--- src/rtl/cfgSerialPkg.sv ---
package cfgSerialPkg;

  typedef enum logic [2:0] {
    ST_IDLE,
    ST_RX,
    ST_ACKOUT,
    ST_TX,
    ST_TXACK,
    ST_IGNORE
  } busState_e;

  // strobes from control to datapath
  typedef struct packed {
    logic       rxShift;   // sample one bit into receive shifter
    logic       regWr;     // load receive byte into register regSel
    logic [3:0] regSel;
    logic       txLoad;    // load transmit shifter: 0 = count, n = register n-1
    logic [3:0] txSel;
    logic       txShift;   // advance transmit shifter by one bit
  } dpStrobes_t;

endpackage

--- src/rtl/cfgSync.sv ---
module cfgSync #(
  parameter int WIDTH = 2
) (
  input  logic             clk,
  input  logic             rstN,
  input  logic [WIDTH-1:0] din,
  output logic [WIDTH-1:0] dout
);
  logic [WIDTH-1:0] stage1;

  // idle bus level is high, so reset to ones
  always_ff @(posedge clk or negedge rstN) begin
    if (!rstN) begin
      stage1 <= '1;
      dout   <= '1;
    end else begin
      stage1 <= din;
      dout   <= stage1;
    end
  end
endmodule

--- src/rtl/cfgSerialData.sv ---
module cfgSerialData
  import cfgSerialPkg::*;
#(
  parameter int NUM_REGS = 6,
  parameter logic [NUM_REGS*8-1:0] RESET_VALS = 48'h06FF_FFFF_C0FF
) (
  input  logic                  clk,
  input  logic                  rstN,
  input  logic                  sdaSync,
  input  dpStrobes_t            stb,
  output logic [7:0]            rxByte,
  output logic                  txMsb,
  output logic [NUM_REGS*8-1:0] regFile
);
  localparam logic [7:0] COUNT_BYTE = 8'(NUM_REGS);

  logic [7:0] regArr [NUM_REGS];
  logic [7:0] txByte;
  logic [7:0] txNext;

  for (genvar i = 0; i < NUM_REGS; i++) begin : gReg
    always_ff @(posedge clk or negedge rstN) begin
      if (!rstN)                                 regArr[i] <= RESET_VALS[i*8 +: 8];
      else if (stb.regWr && stb.regSel == 4'(i)) regArr[i] <= rxByte;
    end
    assign regFile[i*8 +: 8] = regArr[i];
  end

  always_comb begin
    txNext = 8'hFF;
    if (stb.txSel == 4'd0) txNext = COUNT_BYTE;
    for (int i = 0; i < NUM_REGS; i++)
      if (stb.txSel == 4'(i + 1)) txNext = regArr[i];
  end

  always_ff @(posedge clk or negedge rstN) begin
    if (!rstN) begin
      rxByte <= '0;
      txByte <= '1;
    end else begin
      if (stb.rxShift) rxByte <= {rxByte[6:0], sdaSync};
      if (stb.txLoad)       txByte <= txNext;
      else if (stb.txShift) txByte <= {txByte[6:0], 1'b1};
    end
  end

  assign txMsb = txByte[7];
endmodule

--- src/rtl/cfgSerialCtrl.sv ---
module cfgSerialCtrl
  import cfgSerialPkg::*;
#(
  parameter logic [6:0] DEV_ADDR = 7'h69,
  parameter int         WR_REGS  = 5
) (
  input  logic       clk,
  input  logic       rstN,
  input  logic       sclSync,
  input  logic       sdaSync,
  input  logic [7:0] rxByte,
  input  logic       txMsb,
  output dpStrobes_t stb,
  output logic       sdaOe
);
  localparam logic [3:0] HDR_BYTES = 4'd2;
  localparam logic [3:0] WR_LIMIT  = 4'(WR_REGS);

  busState_e  state;
  logic       sclPrev, sdaPrev;
  logic [3:0] bitCnt, byteIdx, byteNext, dataIdx;
  logic       addrPhase, isRead, ackOk;
  logic       sclRise, sclFall, startDet, stopDet;

  assign sclRise  = sclSync & ~sclPrev;
  assign sclFall  = ~sclSync & sclPrev;
  assign startDet = sclSync & sclPrev & sdaPrev & ~sdaSync;
  assign stopDet  = sclSync & sclPrev & ~sdaPrev & sdaSync;
  assign byteNext = (byteIdx == 4'hF) ? byteIdx : byteIdx + 4'd1;
  assign dataIdx  = byteIdx - HDR_BYTES;

  always_comb begin
    stb = '0;
    if (!startDet && !stopDet) begin
      stb.rxShift = (state == ST_RX) && sclRise;
      if (state == ST_RX && sclFall && bitCnt == 4'd8 && !addrPhase &&
          byteIdx >= HDR_BYTES && dataIdx < WR_LIMIT) begin
        stb.regWr  = 1'b1;
        stb.regSel = dataIdx;
      end
      if ((state == ST_ACKOUT && sclFall && isRead) ||
          (state == ST_TXACK && sclFall && ackOk)) begin
        stb.txLoad = 1'b1;
        stb.txSel  = byteIdx;
      end
      stb.txShift = (state == ST_TX) && sclFall && (bitCnt != 4'd7);
    end
  end

  always_ff @(posedge clk or negedge rstN) begin
    if (!rstN) begin
      state     <= ST_IDLE;
      sclPrev   <= 1'b1;
      sdaPrev   <= 1'b1;
      bitCnt    <= '0;
      byteIdx   <= '0;
      addrPhase <= 1'b0;
      isRead    <= 1'b0;
      ackOk     <= 1'b0;
    end else begin
      sclPrev <= sclSync;
      sdaPrev <= sdaSync;
      if (startDet) begin
        state     <= ST_RX;
        bitCnt    <= '0;
        addrPhase <= 1'b1;
        isRead    <= 1'b0;
      end else if (stopDet) begin
        state <= ST_IDLE;
      end else begin
        unique case (state)
          ST_RX: begin
            if (sclRise && bitCnt != 4'd8) bitCnt <= bitCnt + 4'd1;
            else if (sclFall && bitCnt == 4'd8) begin
              bitCnt <= '0;
              if (addrPhase) begin
                if (rxByte[7:1] == DEV_ADDR) begin
                  state     <= ST_ACKOUT;
                  isRead    <= rxByte[0];
                  byteIdx   <= '0;
                  addrPhase <= 1'b0;
                end else begin
                  state <= ST_IGNORE;
                end
              end else begin
                state   <= ST_ACKOUT;
                byteIdx <= byteNext;
              end
            end
          end
          ST_ACKOUT: if (sclFall) begin
            if (isRead) begin
              state   <= ST_TX;
              byteIdx <= byteNext;
            end else begin
              state <= ST_RX;
            end
          end
          ST_TX: if (sclFall) begin
            if (bitCnt == 4'd7) begin
              state  <= ST_TXACK;
              bitCnt <= '0;
            end else begin
              bitCnt <= bitCnt + 4'd1;
            end
          end
          ST_TXACK: begin
            if (sclRise) ackOk <= ~sdaSync;
            else if (sclFall) begin
              if (ackOk) begin
                state   <= ST_TX;
                byteIdx <= byteNext;
              end else begin
                state <= ST_IGNORE;
              end
            end
          end
          default: state <= state;
        endcase
      end
    end
  end

  assign sdaOe = (state == ST_ACKOUT) || (state == ST_TX && !txMsb);
endmodule

--- src/rtl/cfgSerialSlave.sv ---
module cfgSerialSlave
  import cfgSerialPkg::*;
#(
  parameter int         NUM_REGS = 6,
  parameter int         WR_REGS  = 5,
  parameter logic [6:0] DEV_ADDR = 7'h69,
  parameter logic [NUM_REGS*8-1:0] RESET_VALS = 48'h06FF_FFFF_C0FF
) (
  input  logic                  clk,
  input  logic                  rstN,
  input  logic                  sclIn,
  input  logic                  sdaIn,
  output logic                  sdaOe,
  output logic [NUM_REGS*8-1:0] regFile
);
  logic [1:0] syncOut;
  logic       sclSync, sdaSync, txMsb;
  logic [7:0] rxByte;
  dpStrobes_t stb;

  cfgSync #(.WIDTH(2)) uSync (
    .clk(clk), .rstN(rstN), .din({sclIn, sdaIn}), .dout(syncOut)
  );
  assign sclSync = syncOut[1];
  assign sdaSync = syncOut[0];

  cfgSerialCtrl #(.DEV_ADDR(DEV_ADDR), .WR_REGS(WR_REGS)) uCtrl (
    .clk(clk), .rstN(rstN), .sclSync(sclSync), .sdaSync(sdaSync),
    .rxByte(rxByte), .txMsb(txMsb), .stb(stb), .sdaOe(sdaOe)
  );

  cfgSerialData #(.NUM_REGS(NUM_REGS), .RESET_VALS(RESET_VALS)) uData (
    .clk(clk), .rstN(rstN), .sdaSync(sdaSync), .stb(stb),
    .rxByte(rxByte), .txMsb(txMsb), .regFile(regFile)
  );
endmodule

--- config.mk ---
export PLATFORM = sky130hd
export DESIGN_NAME = cfgSerialSlave
export DESIGN_NICKNAME = d
export VERILOG_FILES = /design/src/rtl/cfgSerialPkg.sv /design/src/rtl/cfgSync.sv /design/src/rtl/cfgSerialData.sv /design/src/rtl/cfgSerialCtrl.sv /design/src/rtl/cfgSerialSlave.sv
export SDC_FILE = /design/constraint.sdc
export NUM_CORES = 1
export LEC_CHECK = 0
export ABC_AREA = 0
export BUFFER_PORTS_ARGS = -buffer_cell sky130_fd_sc_hd__buf_4
export CORE_ASPECT_RATIO = 0.9
export CORE_MARGIN = 4
export CORE_UTILIZATION = 30
export DETAILED_ROUTE_END_ITERATION = 10
export HOLD_SLACK_MARGIN = 0.02
export PLACE_DENSITY = 0.56
export SLEW_MARGIN = 15
export SYNTH_ARGS = -nofsm -noshare
export SYNTH_HDL_FRONTEND = slang
export SYNTH_SLANG_ARGS = --single-unit
--- constraint.sdc ---
create_clock -name clk -period 3.6 [get_ports clk]
set_clock_uncertainty 0.1 [all_clocks]
set_input_delay 0.36 -clock clk [delete_from_list [all_inputs] [get_ports clk]]
set_output_delay 0.36 -clock clk [all_outputs]
set_load 0.1 [all_outputs]
==> impl_results.md <==
- Status: complete, no violations
- Synth async-reset ratio: 1.00
- Clock sink count: between 80 and 90
- Total track usage: 0.140
- Share of post-route cells with drive strength above 1: 0.455
- Remaining DRCs: 0
- Post-Syn Nets: approximately 380
- CP arrival: 2.95 ns
- Avg WL per Cell: approximately 18 um
- Via density: just over 5
- CP most frequent cell: nor4_1
- Hold_ws: 0.0353 ns
- Least-Margin Pin Slew: approximately 0.87 ns
- PwrDens: around 430 nW/um^2
- Max Root-Sink Buffers: 2
- Core box area: about 14000 um^2
- Area leader, netlist: dfstp_2
- Max Slew Vio Count: 0
- Max-Cap Viols: 0
- Synth cell types: 55
- Max Freq: 353 MHz
- Routed vias: around 3200
- Sequential share of power: 0.515
- Synth top area share: 0.305
- Area of the multi-input gates: ~2000 um^2
- Clock Power Share: 0.409
- Worst skew pair latency: about 0.34 ns
- DP HPWL: 7950 um
- Comb power frac: 0.076
- FILL cells: between 1000 and 1500
- CP max stage cell: nor4_4
- Fin Setup TNS: 0 ns
- Post-place setup slack: between 0.7 and 0.8 ns
- Final Cycle Share: 0.786
- Post-Route Utilization: 0.370
- Number of core rows: 41
- Cell area after synthesis: 4300 um^2
- Seq. cell area: 2160 um^2
- Final WL: roughly 11000 um
- Switching share of power: 0.268
- ANT nets after route: 0
- Area Growth Syn to Fin: 20.9%
- Delay of the slowest critical-path stage: ~0.53 ns
- Crit-path cells: inv_1 > ha_1 > nor4_1 > nor4_1 > nand3_2 > nor4_4 > mux2_2
- GP Congestion: between 0.8 and 0.9
- Setup CP Type: flip-flop to flip-flop
- Initial antenna violation count: 0
- Avg Inst Size Synth: roughly 12 um^2
- Grt total ovfl: 0
- DRT Pass-1 Iters: 5
- Hold Fails Final Rpt: 0
- Warnings from Yosys: 0
- Clk root buf: clkbuf_16
- CP Data Required Time: approximately 3.7 ns
- CP Capture Type: flip-flop
- First-pass GRT wire length: 17800 um
- Worst vdd rail ir drop: 0.000230 V
- Antenna Cells: 0
- Vias in the first global route: roughly 3200
- Ys flop type: dfstp_2
- RSZ-0062 raised after global routing: false
- Pleak: 2.24 nW
- Post-CTS Setup Inserts: 0
- Worst slew margin: 0.404
- CTS tree: done
- P_int: 1.63 mW
- H-tree levels: 3
- Horiz. Die Dim: ~130 um
- Post-cts resize count: 0
- Worst Hold Class: primary input to flip-flop
- Psw: between 0.5 and 0.6 mW
- Cts-stage hold buffer count: 1
- Reg clk slew, reported paths: ~0.06 ns
- Initial Util: 0.306
- CP Launch Type: flip-flop
- Register bit count reported by yosys: between 80 and 90
- Final Setup Violations: 0
- Synth top area cells: dfstp_2 (31%), dfrtp_1 (20%), mux2_2 (16%)
- Mapped Cells: between 300 and 400
- Hold Crit Depth: 1
- Pin count of the biggest net entering global routing: 54
- Port buffer count: 52
- Die height: about 120 um
- Nets@finish: ~430
- Cells on worst reg2reg path: 7
- Seq/Total Area, Yosys: 0.503
- Die footprint: between 15000 and 20000 um^2
- Initial drt markers: around 160
- Setup WS post-layout: about 0.77 ns
- Number of synthesized flops with an enable pin: 0
- Maximum fanout along the worst path: 14
- Num CTS Buffers: 9
- Top Ports: 53
- Period minus WS final: 2.83 ns
## kinds of logic (layout without fill, tap and decap cells)
logic type / count (synthesis) / after routing / synth area share
simple gates: 90 / 90 / 0.126
compound gates: 89 / 89 / 0.138
flops: 84 / 84 / 0.503
mux: 69 / 69 / 0.182
buf+inv: 29 / 85 / 0.0268
fa+ha+maj: 7 / 7 / 0.0204
xor+xnor: 2 / 2 / 0.00407
## path summary, 6_finish.rpt
| check | start | end | slack, ns |
|---|---|---|---|
| worst min-delay path | sclIn | uSync.stage1[1]$_DFF_PN1_ | 0.04 |
| worst max-delay path | uCtrl.byteIdx[0]$_DFFE_PN0P_ | uData.regFile[44]$_DFFE_PN0P_ | 0.77 |
| worst max register to register | uCtrl.byteIdx[0]$_DFFE_PN0P_ | uData.regFile[44]$_DFFE_PN0P_ | 0.77 |
| min in group asynchronous | rstN | uData.regFile[10]$_DFFE_PN0P_ | 0.52 |
| max in group asynchronous | rstN | uData.regFile[29]$_DFFE_PN1P_ | 2.13 |
| worst min register to register | uSync.stage1[1]$_DFF_PN1_ | uSync.dout[1]$_DFF_PN1_ | 0.25 |
## sequential cells by signal (all words and copies together), names as in the netlist
signal and cells:
uSync.dout 2, uData.rxByte 8, uCtrl.sclPrev 1, uCtrl.byteIdx 4, uData.txByte 8, uCtrl.sdaPrev 1, uCtrl.isRead 1, uCtrl.ackOk 1
uCtrl.state 3, uData.regFile 48, uCtrl.addrPhase 1, uCtrl.bitCnt 4, uSync.stage1 2
## layout by cell type, fill, tap and decap left out, types with 4 or more instances in the layout
cell       count
a21o_1         4
a21oi_1       21
a221oi_1       4
a22oi_1        7
a31oi_1       11
and3b_1        4
buf_4         57
clkbuf_16      9
dfrtp_1       34
dfstp_2       50
ha_1           7
inv_1         11
mux2_2        62
mux2i_1        6
nand2_1       23
nand2b_1       5
nand3_1        9
nor2_1        17
nor2b_1        5
o21ai_0       14
o221ai_1       5
o22ai_1        5
## power groups by stage
stage / Clock [mW] / Combinational [mW] / Sequential [mW]
after CTS: 0.945 / 0.174 / 1.14
after global placement: 0 / 0.167 / 1.16
after floorplan: 0 / 0.137 / 1.08
final: 0.910 / 0.170 / 1.15
after detailed placement: 0 / 0.173 / 1.16
after global routing: 0.983 / 0.194 / 1.17
## Yosys cell counts (5+ instances only)
master,number
o221ai_1,5
nor2b_1,5
o21ai_0,14
a21oi_1,21
buf_2,5
nand2_1,23
o22ai_1,5
nand3_1,9
mux2_2,62
a31oi_1,11
inv_1,11
clkbuf_1,12
ha_1,7
nor2_1,17
nand2b_1,5
a22oi_1,7
dfstp_2,50
mux2i_1,6
dfrtp_1,34
## worst max-delay path, delay by kind of cell, from the launching register on
kind,cells,cell delay (ns)
mux,1,0.41
fa+ha+maj,1,0.23
flops,1,0.38
buf+inv,1,0.39
simple gates,4,1.22
## routing by layer
metal	GRT usage	up-vias	wire (um)
met2	0.211	87	5050
met5	0	-	0
met3	0.0293	9	531
met1	0.199	1617	5390
met4	0.0471	0	115
li1	-	1485	-
## layout make-up
type                            count  area share
Inverter                           11     0.00794
Clock buffer                       11      0.0448
Tap cell                          193      0.0465
Multi-Input combinational cell    257       0.389
Sequential cell                    84       0.416
Timing Repair Buffer               58      0.0842
Clock inverter                      5      0.0116
## per-stage QoR
step / instance area, um^2 / std cells / power (mW)
2_1_floorplan: 4300 / 370 / 1.22
3_3_place_gp: 4900 / 602 / 1.33
3_5_place_dp: 4900 / 602 / 1.33
4_1_cts: 5200 / 619 / 2.26
5_1_grt: 5200 / 619 / 2.34
6_report: 5200 / 619 / 2.23
(Power assumes the default switching activity.)
